<file path="src/rtl/adc_scan_pkg.sv">
package adc_scan_pkg;

  typedef enum logic [2:0] {
    SEQ_IDLE  = 3'd0,
    SEQ_STROBE = 3'd1,
    SEQ_KICK  = 3'd2,
    SEQ_WAIT  = 3'd3,
    SEQ_DRIVE = 3'd4,
    SEQ_GRAB  = 3'd5,
    SEQ_DONE  = 3'd6
  } seq_state_t;

endpackage

</file>
<file path="src/rtl/adc_scan_timebase.sv">
module adc_scan_timebase #(
  parameter int ADC_DIV  = 40,
  parameter int SCAN_DIV = 500
) (
  input  logic clk_i,
  input  logic rst_i,
  output logic adc_clk_o,
  output logic adc_en_o,
  output logic scan_tick_o
);

  localparam int AW   = $clog2(ADC_DIV);
  localparam int SW   = $clog2(SCAN_DIV);
  localparam int HALF = ADC_DIV / 2;

  logic [AW-1:0] adc_cnt, adc_cnt_nxt;
  logic [SW-1:0] scan_cnt, scan_cnt_nxt;

  always_comb begin
    adc_cnt_nxt  = (adc_cnt == AW'(ADC_DIV - 1)) ? '0 : adc_cnt + 1'b1;
    scan_cnt_nxt = (scan_cnt == SW'(SCAN_DIV - 1)) ? '0 : scan_cnt + 1'b1;
  end

  always_ff @(posedge clk_i) begin
    if (rst_i) begin
      adc_cnt     <= '0;
      scan_cnt    <= '0;
      adc_clk_o   <= 1'b0;
      adc_en_o    <= 1'b0;
      scan_tick_o <= 1'b0;
    end else begin
      adc_cnt     <= adc_cnt_nxt;
      scan_cnt    <= scan_cnt_nxt;
      adc_clk_o   <= (adc_cnt_nxt < AW'(HALF));
      adc_en_o    <= (adc_cnt_nxt == AW'(ADC_DIV - 1));
      scan_tick_o <= (scan_cnt_nxt == SW'(SCAN_DIV - 1));
    end
  end

endmodule

</file>
<file path="src/rtl/adc_eoc_sync.sv">
module adc_eoc_sync #(
  parameter int STAGES = 2
) (
  input  logic clk_i,
  input  logic rst_i,
  input  logic async_i,
  output logic sync_o
);

  logic [STAGES-1:0] chain;

  always_ff @(posedge clk_i) begin
    if (rst_i) chain <= '0;
    else       chain <= {chain[STAGES-2:0], async_i};
  end

  assign sync_o = chain[STAGES-1];

endmodule

</file>
<file path="src/rtl/adc_scan_fsm.sv">
module adc_scan_fsm
  import adc_scan_pkg::*;
#(
  parameter int CH_W        = 3,
  parameter int EOC_BLANK   = 2,
  parameter int EOC_TIMEOUT = 6
) (
  input  logic            clk_i,
  input  logic            rst_i,
  input  logic            adc_en_i,
  input  logic            scan_tick_i,
  input  logic            eoc_i,
  output logic [CH_W-1:0] chan_o,
  output logic            ale_o,
  output logic            start_o,
  output logic            oe_o,
  output logic            lock_o,
  output logic            timeout_o
);

  localparam int WW = $clog2(EOC_TIMEOUT + 1);

  seq_state_t    state_q, state_d;
  logic [WW-1:0] wait_q, wait_d;
  logic          pend_q;
  logic          to_d;

  always_comb begin
    state_d = state_q;
    wait_d  = wait_q;
    to_d    = 1'b0;
    if (adc_en_i) begin
      unique case (state_q)
        SEQ_IDLE:   if (pend_q) state_d = SEQ_STROBE;
        SEQ_STROBE: state_d = SEQ_KICK;
        SEQ_KICK: begin
          state_d = SEQ_WAIT;
          wait_d  = '0;
        end
        SEQ_WAIT: begin
          if (wait_q >= WW'(EOC_BLANK) && eoc_i) begin
            state_d = SEQ_DRIVE;
          end else if (wait_q == WW'(EOC_TIMEOUT - 1)) begin
            state_d = SEQ_DONE;
            to_d    = 1'b1;
          end else begin
            wait_d = wait_q + 1'b1;
          end
        end
        SEQ_DRIVE: state_d = SEQ_GRAB;
        SEQ_GRAB:  state_d = SEQ_DONE;
        SEQ_DONE:  state_d = SEQ_IDLE;
        default:   state_d = SEQ_IDLE;
      endcase
    end
  end

  always_ff @(posedge clk_i) begin
    if (rst_i) begin
      state_q   <= SEQ_IDLE;
      wait_q    <= '0;
      pend_q    <= 1'b1;
      chan_o    <= '0;
      ale_o     <= 1'b0;
      start_o   <= 1'b0;
      oe_o      <= 1'b0;
      lock_o    <= 1'b0;
      timeout_o <= 1'b0;
    end else begin
      state_q   <= state_d;
      wait_q    <= wait_d;
      if (scan_tick_i) begin
        pend_q <= 1'b1;
        chan_o <= chan_o + 1'b1;
      end else if (state_q == SEQ_IDLE && state_d == SEQ_STROBE) begin
        pend_q <= 1'b0;
      end
      ale_o     <= (state_d == SEQ_STROBE);
      start_o   <= (state_d == SEQ_KICK);
      oe_o      <= (state_d == SEQ_DRIVE) || (state_d == SEQ_GRAB);
      lock_o    <= (state_d == SEQ_GRAB);
      timeout_o <= to_d;
    end
  end

endmodule

</file>
<file path="src/rtl/adc_sample_latch.sv">
module adc_sample_latch #(
  parameter int CH_W = 3,
  parameter int D_W  = 8
) (
  input  logic                 clk_i,
  input  logic                 rst_i,
  input  logic                 lock_i,
  input  logic [CH_W-1:0]      chan_i,
  input  logic [D_W-1:0]       data_i,
  output logic [CH_W+D_W-1:0]  sample_o,
  output logic                 valid_o
);

  logic lock_prev;

  always_ff @(posedge clk_i) begin
    if (rst_i) begin
      lock_prev <= 1'b0;
      sample_o  <= '0;
      valid_o   <= 1'b0;
    end else begin
      lock_prev <= lock_i;
      valid_o   <= lock_i && !lock_prev;
      if (lock_i && !lock_prev) sample_o <= {chan_i, data_i};
    end
  end

endmodule

</file>
<file path="src/rtl/adc_scan_ctrl.sv">
module adc_scan_ctrl #(
  parameter int ADC_DIV     = 40,
  parameter int SCAN_DIV    = 500,
  parameter int EOC_BLANK   = 2,
  parameter int EOC_TIMEOUT = 6,
  parameter int SYNC_STAGES = 2,
  parameter int CH_W        = 3,
  parameter int D_W         = 8
) (
  input  logic                clk_i,
  input  logic                rst_i,
  output logic                adc_clk_o,
  output logic [CH_W-1:0]     adc_addr_o,
  output logic                adc_ale_o,
  output logic                adc_start_o,
  output logic                adc_oe_o,
  input  logic                adc_eoc_i,
  input  logic [D_W-1:0]      adc_data_i,
  output logic [CH_W+D_W-1:0] sample_o,
  output logic                sample_valid_o,
  output logic                timeout_o
);

  logic adc_en, scan_tick, eoc_s, lock;

  adc_scan_timebase #(.ADC_DIV(ADC_DIV), .SCAN_DIV(SCAN_DIV)) u_tb (
    .clk_i(clk_i), .rst_i(rst_i), .adc_clk_o(adc_clk_o),
    .adc_en_o(adc_en), .scan_tick_o(scan_tick)
  );

  adc_eoc_sync #(.STAGES(SYNC_STAGES)) u_sync (
    .clk_i(clk_i), .rst_i(rst_i), .async_i(adc_eoc_i), .sync_o(eoc_s)
  );

  adc_scan_fsm #(.CH_W(CH_W), .EOC_BLANK(EOC_BLANK), .EOC_TIMEOUT(EOC_TIMEOUT)) u_fsm (
    .clk_i(clk_i), .rst_i(rst_i), .adc_en_i(adc_en), .scan_tick_i(scan_tick),
    .eoc_i(eoc_s), .chan_o(adc_addr_o), .ale_o(adc_ale_o), .start_o(adc_start_o),
    .oe_o(adc_oe_o), .lock_o(lock), .timeout_o(timeout_o)
  );

  adc_sample_latch #(.CH_W(CH_W), .D_W(D_W)) u_latch (
    .clk_i(clk_i), .rst_i(rst_i), .lock_i(lock), .chan_i(adc_addr_o),
    .data_i(adc_data_i), .sample_o(sample_o), .valid_o(sample_valid_o)
  );

endmodule

</file>
<file path="config.mk">
export PLATFORM = sky130hd
export DESIGN_NAME = adc_scan_ctrl
export DESIGN_NICKNAME = d
export VERILOG_FILES = /design/src/rtl/adc_scan_pkg.sv /design/src/rtl/adc_scan_timebase.sv /design/src/rtl/adc_eoc_sync.sv /design/src/rtl/adc_scan_fsm.sv /design/src/rtl/adc_sample_latch.sv /design/src/rtl/adc_scan_ctrl.sv
export SDC_FILE = /design/constraint.sdc
export NUM_CORES = 1
export LEC_CHECK = 0
export ABC_AREA = 1
export BUFFER_PORTS_ARGS = -buffer_cell sky130_fd_sc_hd__buf_2
export CAP_MARGIN = 25
export CORE_ASPECT_RATIO = 0.5
export CORE_MARGIN = 2
export CORE_UTILIZATION = 30
export DETAILED_ROUTE_END_ITERATION = 8
export PLACE_DENSITY = 0.48
export RECOVER_POWER = 25
export SLEW_MARGIN = 20
export SYNTH_ARGS = -nofsm -noshare
export SYNTH_HDL_FRONTEND = slang
export SYNTH_HIERARCHICAL = 1
export SYNTH_SLANG_ARGS = --single-unit
</file>
<file path="constraint.sdc">
create_clock -name clk_i -period 2.81 [get_ports clk_i]
set_input_delay 0.1405 -clock clk_i [delete_from_list [all_inputs] [get_ports clk_i]]
set_output_delay 0.1405 -clock clk_i [all_outputs]
set_load 0.01 [all_outputs]
</file>
==> impl_metrics.json, run 1 <==
{
  "synth-edff-count": 0,
  "detail_route.iter0.violations": 89,
  "die_area_um2": 7920,
  "place_ws_ns": 1.37,
  "timing.final.crit_share_pct": 53.5,
  "drc_errors": 0,
  "setup_viol_count_final": 0,
  "p_clk_share_pct": 44.4,
  "hold_viol_final": 0,
  "rsz0062_at_grt": "no",
  "cts-htree-levels": 2,
  "cts.clk_slew.worst_paths_ns": 0.06,
  "gr-usage-met3_pct": 3.75,
  "outcome": "finished, final reports clean",
  "avgViaCountPerCell": 4.24,
  "grt_pass1_vias": 1623,
  "postCtsHoldBufs": 0,
  "p_sw_uw": 275,
  "critical_path.endpoint_type": "flop",
  "synth.ff_latch_count": 48,
  "net_count_of_the_mapped_netlist": 312,
  "die_y_um": 63.9,
  "drtAntennaViolNets": 0,
  "grt_start_max_net_pins": 26,
  "tritoncts": "built",
  "insertedDiodeCount": 0,
  "placement.io_buffers": 30,
  "drive_gt1_share_pct": 14.7,
  "synthesis.area_um2": 2160,
  "dominantRegCellSynth": "dfxtp_1",
  "layout.nets": 343,
  "final.setup_skew_ns": 0.00222,
  "fp-row-count": 21,
  "numClockSinks": 48,
  "p_leak_nw": 1.13,
  "drv_cap": 0,
  "critPathLaunchType": "input pin",
  "cell_internal_pwr_mw": 1.06,
  "cts_setup_buffers": 0,
  "first_pass_iters": 4,
  "grt_usage_pct": 11.2,
  "antenna_found_initial": 0,
  "clock-root-buffer": "clkbuf_16",
  "critPathRequiredTime_ns": 2.99,
  "hpwlAfterDp_mm": 2.99,
  "power-per-cell-area_nw_per_um2": 534,
  "cts-buffers-inserted": 5,
  "share_seq_of_total_power_pct": 52.2,
  "gpl.final_weighted_congestion": 0.783,
  "timing.critical_path.arrival_ns": 1.68,
  "starting_density_of_the_core_pct": 31.7,
  "tightest_slew_ns": 1.19,
  "clkLatencyLatePin_ns": 0.28,
  "power.share.switching_pct": 20.5,
  "detail_route.wirelength_mm": 4.13,
  "synth_area_per_cell_um2": 7.33,
  "combPwrFrac_pct": 3.4,
  "post_cts.resized_instances": 0,
  "layout_setup_ws_ns": 1.31,
  "detailroute.via_count": 1772,
  "finalCriticalPeriod_ns": 1.50,
  "synth_cell_type_count": 29,
  "global_route.usage.met1_pct": 14.4,
  "routedWlPerCell_um": 9.89,
  "design.portCount": 31,
  "reg2reg_slack_ns": 1.39,
  "vdd_drop_max_v": 0.000196,
  "grt_pass1_wl_mm": 7.00,
  "setup.worst_path.class": "in -> reg",
  "syn2layout_area_growth_pct": 16.1,
  "die_width_um": 124,
  "timing.hold.worst.class": "in -> reg",
  "critPathMaxFanout": 25,
  "layout_common_cells": "nand2_1 (57), nor2_1 (55), dfxtp_1 (48), inv_1 (40), nand3_1 (25)",
  "fin_tns_setup_ns": 0,
  "fmax_mhz": 665,
  "cts-root-to-sink-buffers": 2,
  "ys_seq_area_share_pct": 44.6,
  "m2_gr_usage_pct": 17.9,
  "synth.yosys.warnings": 6,
  "syn_inst": 294,
  "busiest_layer": "met2",
  "mostFrequentLayoutCell": "nand2_1",
  "total_grt_overflow": 0,
  "core_area_um2": 6810,
  "max-slew-margin-rel_pct": 20.7,
  "ys_async_sr_fraction_pct": 0,
  "slew_viol_final": 0
}
==> per-layer routing <==
layer	wire length, um	share of wire, %	vias to the layer above
met5	0	0	-
li1	-	-	966
met2	1820	44	24
met4	12	0.29	0
met3	204	4.9	2
met1	2100	51	780
==> state kept, by name, indices dropped and copies added (netlist names), 2 cells and up <==
| name | count |
|---|---|
| u_fsm/chan_o | 3 |
| u_tb/scan_cnt | 9 |
| u_latch/sample_o | 11 |
| u_fsm/wait_q | 3 |
| u_sync/chain | 2 |
| u_tb/adc_cnt | 6 |
| u_fsm/state_q | 3 |
==> layout make-up <==
type	count	area (um^2)
repair buffers	30	133
fillers	732	4300
multi-input cells	197	987
clock buffers	8	146
well taps	92	115
flip-flops and latches	48	961
inverters	43	161
==> path summary, 6_finish.rpt <==
kind                          to             from  cells past startpoint
max          u_latch/sample_o[6]            rst_i                      4
max reg2reg        u_tb/adc_en_o  u_tb/adc_cnt[1]                      6
min reg2reg      u_sync/chain[1]  u_sync/chain[0]                      2
min              u_sync/chain[0]        adc_eoc_i                      3
==> critical path, stage by stage <==
cell,delay [ns]
clkbuf_1,0.86
inv_1,0.44
nand2_1,0.20
nor2_2,0.04
==> Yosys cell counts, types with 2 or more instances <==
library cell	count	area, um^2
inv_1	40	150
nor3_1	2	10.0
dfxtp_1	48	961
nor2_1	55	206
o21ai_1	5	25.0
nor2_4	2	22.5
a21oi_1	10	50.1
nand3_2	3	30.0
nand3_1	25	125
xnor2_1	2	17.5
nand4_1	2	12.5
nand2_2	7	43.8
nor2_2	9	56.3
nand2_1	57	214
inv_2	3	11.3
xor2_1	3	26.3
buf_6	2	22.5
buf_4	2	15.0
ha_1	7	87.6
==> power by group through the flow <==
stage / Combinational [mW] / Sequential [mW] / Clock [mW]
finish: 0.0459 / 0.698 / 0.593
global route: 0.0539 / 0.699 / 0.658
CTS: 0.0467 / 0.698 / 0.619
detailed placement: 0.0464 / 0.713 / 0
global placement: 0.0464 / 0.713 / 0
floorplan: 0.0313 / 0.712 / 0
==> cells by family (layout without fill, tap and decap cells) <==
| group | count (synthesis) | count (layout) | share of synthesized area, % |
|---|---|---|---|
| XOR/XNOR | 5 | 5 | 2.03 |
| AO/OA/AOI/OAI | 20 | 20 | 5.17 |
| buffers and inverters | 49 | 81 | 9.63 |
| adder cells (fa/ha/maj) | 7 | 7 | 4.06 |
| AND/OR/NAND/NOR | 165 | 165 | 34.5 |
| flip-flops | 48 | 48 | 44.6 |
==> through the flow <==
stage | power (mW) | hold WS (ns) | utilization (%) | instance area (um^2) | cells
final | 1.34 | 0.0562 | 36.8 | 2500 | 418
after global routing | 1.41 | 0.0799 | 36.8 | 2500 | 418
after CTS | 1.36 | 0.0510 | 37.0 | 2520 | 418
after detailed placement | 0.760 | 0.349 | 34.9 | 2370 | 410
after global placement | 0.759 | 0.338 | 34.9 | 2370 | 410
after floorplan | 0.744 | 0.210 | - | 2160 | 294
No activity file was read; power rests on OpenSTA's default activity.
==> run 2, diff against run 1 <==
Clock period 2.81 ns to 1.4 ns, I/O delays scaled along.
==> run 2 against run 1 <==
Compared with the run above: cell count up 1.7%; sequential power up 100%; die area unchanged; power up 100%; flip-flop and latch count unchanged; clock skew up 0.00073 ns; via count up 1.1%; routed wire length up 1.6%; first-iteration DRC count up 44%; critical path type is now reg -> reg; non-clock buffer count up 7; sequential share of layout area down 1.4 points; global-route usage up 0.15 points.
==> impl_metrics.json, run 2 (synthesis gave the netlist of run 1 again) <==
{
  "core_area_um2": 6810,
  "clock-root-buffer": "clkbuf_16",
  "routedWlPerCell_um": 9.88,
  "final.setup_skew_ns": 0.00295,
  "cts-buffers-inserted": 5,
  "mostFrequentLayoutCell": "nand2_1",
  "cts.clk_slew.worst_paths_ns": 0.06,
  "layout_setup_ws_ns": 0.106,
  "insertedDiodeCount": 0,
  "placement.io_buffers": 30,
  "slew_viol_final": 0,
  "gpl.final_weighted_congestion": 0.812,
  "finalCriticalPeriod_ns": 1.29,
  "grt_pass1_wl_mm": 7.16,
  "multi_input_area_um2": 1040,
  "setup_viol_count_final": 0,
  "timing.hold.worst.class": "in -> reg",
  "numPlacedInstances": 416,
  "timing.critical_path.cells": "ha_2, nand2_2, nor2_2, nand3_2, nand2_1, o21ai_1, nand2_1, nand2_1, nor2_1",
  "timing.critical_path.slowest_stage_cell": "dfxtp_2",
  "detail_route.wirelength_mm": 4.20,
  "power-per-cell-area_nw_per_um2": 1020,
  "tritoncts": "built",
  "top_register": "u_latch/sample_o",
  "drv_cap": 0,
  "fmax_mhz": 773,
  "layout.nets": 350,
  "cts-root-to-sink-buffers": 2,
  "largest_reg_flops": 11,
  "detailroute.via_count": 1791,
  "slowest_delay_ns": 0.35,
  "place_ws_ns": 0.0285,
  "timing.critical_path.arrival_ns": 1.50,
  "area_taken_by_flip_flops_and_latches_um2": 970,
  "grt_start_max_net_pins": 16,
  "drive_gt1_share_pct": 21.9,
  "max-slew-margin-rel_pct": 76.6,
  "die_y_um": 63.9,
  "drtAntennaViolNets": 0,
  "outcome": "finished, final reports clean",
  "clkLatencyLatePin_ns": 0.27,
  "setup.worst_path.class": "reg -> reg",
  "cp_top_family": "simple AND/OR/NAND/NOR gates",
  "timing.final.crit_share_pct": 92.4,
  "critical_path.endpoint_type": "flop",
  "fp-row-count": 21,
  "numClockSinks": 48,
  "timing.critical_path.buf_inv": 0,
  "grt_usage_pct": 11.4,
  "layout_common_cells": "nand2_1 (55), nor2_1 (54), inv_1 (41), dfxtp_1 (41), nand3_1 (22)",
  "finalNonFillerCells": 425,
  "drc_errors": 0,
  "design.portCount": 31,
  "grt_pass1_vias": 1611,
  "antenna_found_initial": 0,
  "hold_viol_final": 0,
  "power.total_mw": 2.69,
  "starting_density_of_the_core_pct": 31.7,
  "total_grt_overflow": 0,
  "biggestRegsByFlops": "u_latch/sample_o (11), u_tb/scan_cnt (9), u_tb/adc_cnt (6)",
  "vdd_drop_max_v": 0.000429,
  "cts-htree-levels": 2,
  "tightest_slew_ns": 0.351,
  "hold_slack_ns": 0.0891,
  "p_leak_nw": 1.18,
  "die_width_um": 124,
  "detail_route.iter0.violations": 128,
  "critPathMaxFanout": 4,
  "syn2layout_area_growth_pct": 21.8,
  "die_area_um2": 7920,
  "end_of_flow_core_utilization_pct": 38.6,
  "critPathLaunchType": "flop",
  "critPathRequiredTime_ns": 1.61,
  "avgViaCountPerCell": 4.21,
  "nFillCells": 720,
  "worst_path_most_repeated_cell": "nand2_1",
  "hpwlAfterDp_mm": 3.08,
  "first_pass_iters": 4
}
-- run 2: power breakdown --
part	internal (mW)	switching, mW
combinational	0.0484	0.0632
clock	0.712	0.461
sequential	1.39	0.0172
-- run 2: final timing paths --
path,start,end,slack [ns],cells after the start
worst max-delay path,u_tb/adc_cnt[0],u_tb/adc_clk_o,0.11,9
worst min register to register,u_sync/chain[0],u_sync/chain[1],0.41,2
worst max register to register,u_tb/adc_cnt[0],u_tb/adc_clk_o,0.11,9
worst min-delay path,adc_data_i[2],u_latch/sample_o[2],0.09,5
-- run 2: per-stage QoR --
| step | cell area [um^2] | setup TNS, ns |
|---|---|---|
| CTS | 2580 | 0 |
| finish | 2630 | 0 |
| global route | 2630 | -0.0260 |
| global placement | 2420 | 0 |
| detailed placement | 2420 | 0 |
| floorplan | 2160 | 0 |
-- run 2: tightest hold or removal path: stages --
cell,delay (ns)
buf_2,0.07
inv_1,0.03
nand3_1,0.05
nand2_1,0.04
nor2_1,0.07
-- run 2: final cells by class --
| class | count | area share (%) |
|---|---|---|
| inverters | 43 | 6.15 |
| well taps | 92 | 4.39 |
| repair buffers | 37 | 7.29 |
| flip-flops and latches | 48 | 36.9 |
| multi-input cells | 197 | 39.7 |
| clock buffers | 8 | 5.58 |
-- run 2: metal layers --
| layer | wire length, um | up-vias | global-route usage (%) |
|---|---|---|---|
| met3 | 239 | 2 | 3.75 |
| met5 | 0 | - | 0 |
| met1 | 2120 | 779 | 15.4 |
| met2 | 1810 | 32 | 17.5 |
| li1 | - | 978 | - |
| met4 | 27 | 0 | 2.56 |
-- run 2: timing repair --
action	CTS	global route
buffers inserted	0	0
setup endpoints to repair	0	11
endpoints found under the hold margin	1	0
resized for setup	0	19
hold buffers	1	0
==> run 3, diff against run 2 <==
Settings changed: SETUP_SLACK_MARGIN from default to 0.5.
==> run 3 against run 2 <==
Compared with the run above: non-clock buffer count is 15 higher; clock skew is 0.0017 ns higher; via count is 5.3% higher; global-route usage is 1.4 points higher; utilization is 8.1 points higher; critical path type unchanged.
==> impl_metrics.json, run 3 (synthesis gave the netlist of run 1 again) <==
{
  "outcome": "finished, final reports clean",
  "final.setup_skew_ns": 0.00464,
  "drc_errors": 0,
  "hpwlAfterDp_mm": 3.04,
  "syn2layout_area_growth_pct": 47.2,
  "cts-root-to-sink-buffers": 2,
  "multi_input_area_um2": 1390,
  "starting_density_of_the_core_pct": 31.7,
  "endpoint": "u_tb/adc_clk_o",
  "vdd_drop_max_v": 0.000427,
  "top_register": "u_latch/sample_o",
  "clkLatencyLatePin_ns": 0.28,
  "p_leak_nw": 1.38,
  "detail_route.iter0.violations": 34,
  "biggestRegsByFlops": "u_latch/sample_o (11), u_tb/scan_cnt (9), u_tb/adc_cnt (6)",
  "slowest_delay_ns": 0.36,
  "nFillCells": 654,
  "end_of_flow_core_utilization_pct": 46.6,
  "hold_viol_final": 0,
  "avgViaCountPerCell": 4.29,
  "timing.hold.worst.class": "in -> reg",
  "tritoncts": "built",
  "drtAntennaViolNets": 0,
  "first_pass_iters": 4,
  "reg2reg_slack_ns": 0.12,
  "timing.final.crit_share_pct": 91.5,
  "insertedDiodeCount": 0,
  "drv_cap": 0,
  "total_grt_overflow": 0,
  "grt_usage_pct": 12.7,
  "area_taken_by_flip_flops_and_latches_um2": 1010,
  "timing.critical_path.arrival_ns": 1.51,
  "reg2reg_to": "u_tb/adc_clk_o",
  "power.total_mw": 2.76,
  "power-per-cell-area_nw_per_um2": 871,
  "gpl.final_weighted_congestion": 0.796,
  "cts-buffers-inserted": 5,
  "grt_pass1_wl_mm": 8.00,
  "rsz0062_at_grt": "yes",
  "die_area_um2": 7920,
  "timing.critical_path.slowest_stage_cell": "dfxtp_4",
  "setup_viol_count_final": 0,
  "mostFrequentLayoutCell": "nor2_1",
  "grt_pass1_vias": 1808,
  "critical_path.endpoint_type": "flop",
  "timing.critical_path.cells": "ha_4, nand2_4, nor2_4, nand3_4, nand2_1, o21ai_1, nand2_1, nand2_1, nor2_1",
  "placement.io_buffers": 30,
  "cts-htree-levels": 2,
  "drive_gt1_share_pct": 44.0,
  "die_y_um": 63.9,
  "cts.clk_slew.worst_paths_ns": 0.06,
  "fp-row-count": 21,
  "hold_path.startpoint": "adc_data_i[2]",
  "layout.nets": 365,
  "grt_start_max_net_pins": 15,
  "finalInstanceArea_um2": 3170,
  "largest_reg_flops": 11,
  "hold_slack_ns": 0.0900,
  "die_width_um": 124,
  "detail_route.wirelength_mm": 4.86,
  "critPathMaxFanout": 3,
  "postPlaceCellArea_um2": 2470,
  "numClockSinks": 48,
  "detailroute.via_count": 1886,
  "setup.worst_path.class": "reg -> reg",
  "max-slew-margin-rel_pct": 76.6,
  "critPathLaunchType": "flop",
  "routedWlPerCell_um": 11.0,
  "worstSetupStartpoint": "u_tb/adc_cnt[0]",
  "critPathRequiredTime_ns": 1.62,
  "finalCriticalPeriod_ns": 1.28,
  "slew_viol_final": 0,
  "r2r-start": "u_tb/adc_cnt[0]",
  "layout_common_cells": "nor2_1 (46), nand2_1 (39), inv_1 (34), dfxtp_1 (30), buf_2 (19)",
  "tightest_slew_ns": 0.350,
  "clock-root-buffer": "clkbuf_16",
  "core_area_um2": 6810,
  "worst_r2r_path_depth": 9,
  "antenna_found_initial": 0,
  "design.portCount": 31,
  "worst_path_most_repeated_cell": "nand2_1",
  "fmax_mhz": 780
}
-- run 3: cell types whose count changed in the layout (fill, tap and decap cells not counted), sizes merged --
cell | previous run | this run
buf | 25 | 40
clkbuf | 19 | 18
inv | 43 | 44
-- run 3: per-stage QoR --
stage,cells,setup slack (ns),TNS (ns)
final,440,0.119,0
after CTS,433,0.185,0
after detailed placement,413,0.126,0
after floorplan,294,0.248,0
after global routing,440,-0.00696,-0.00696
after global placement,413,0.118,0
-- run 3: layout make-up --
type / instances / share of cell area (%)
multi-input combinational: 197 / 43.8
sequential: 48 / 31.7
clock buffer: 7 / 4.49
timing repair buffer: 52 / 10.7
clock inverter: 1 / 0.197
inverter: 43 / 5.48
tap: 92 / 3.63
-- run 3: worst min-delay path by stage --
stage / end / slack (ns) / depth (start not counted)
after floorplan: u_fsm/wait_q[0] / 0.13 / 1
after global placement: u_sync/chain[0] / 0.27 / 3
after detailed placement: u_sync/chain[0] / 0.29 / 3
after CTS: u_latch/sample_o[2] / 0.09 / 5
after global routing: u_latch/sample_o[3] / 0.11 / 5
final: u_latch/sample_o[2] / 0.09 / 5
-- run 3: repair_timing --
action / in CTS / in global routing
buffers inserted: 11 / 7
hold buffers: 1 / 0
endpoints found under the setup margin: 32 / 45
endpoints found under the hold margin: 1 / 0
resized for setup: 41 / 66
pin swaps: 24 / 34
-- run 3: layer usage --
metal,vias to the layer above,global-route usage (%),wire length (um)
li1,1018,-,-
met1,841,15.4,2340
met2,20,21.3,2290
met3,7,3.66,164
met4,0,4.83,59
met5,-,0,0
-- run 3: critical path: cells and delay by family (launching register included) --
family | cells | cell delay (ns)
flops | 1 | 0.36
compound gates | 1 | 0.06
fa+ha+maj | 1 | 0.17
simple gates | 7 | 0.62
-- run 3: power breakdown --
group | internal (mW) | total [mW] | switching, mW
Combinational | 0.0767 | 0.162 | 0.0854
Sequential | 1.38 | 1.40 | 0.0239
Clock | 0.713 | 1.20 | 0.491
Total | 2.16 | 2.76 | 0.600
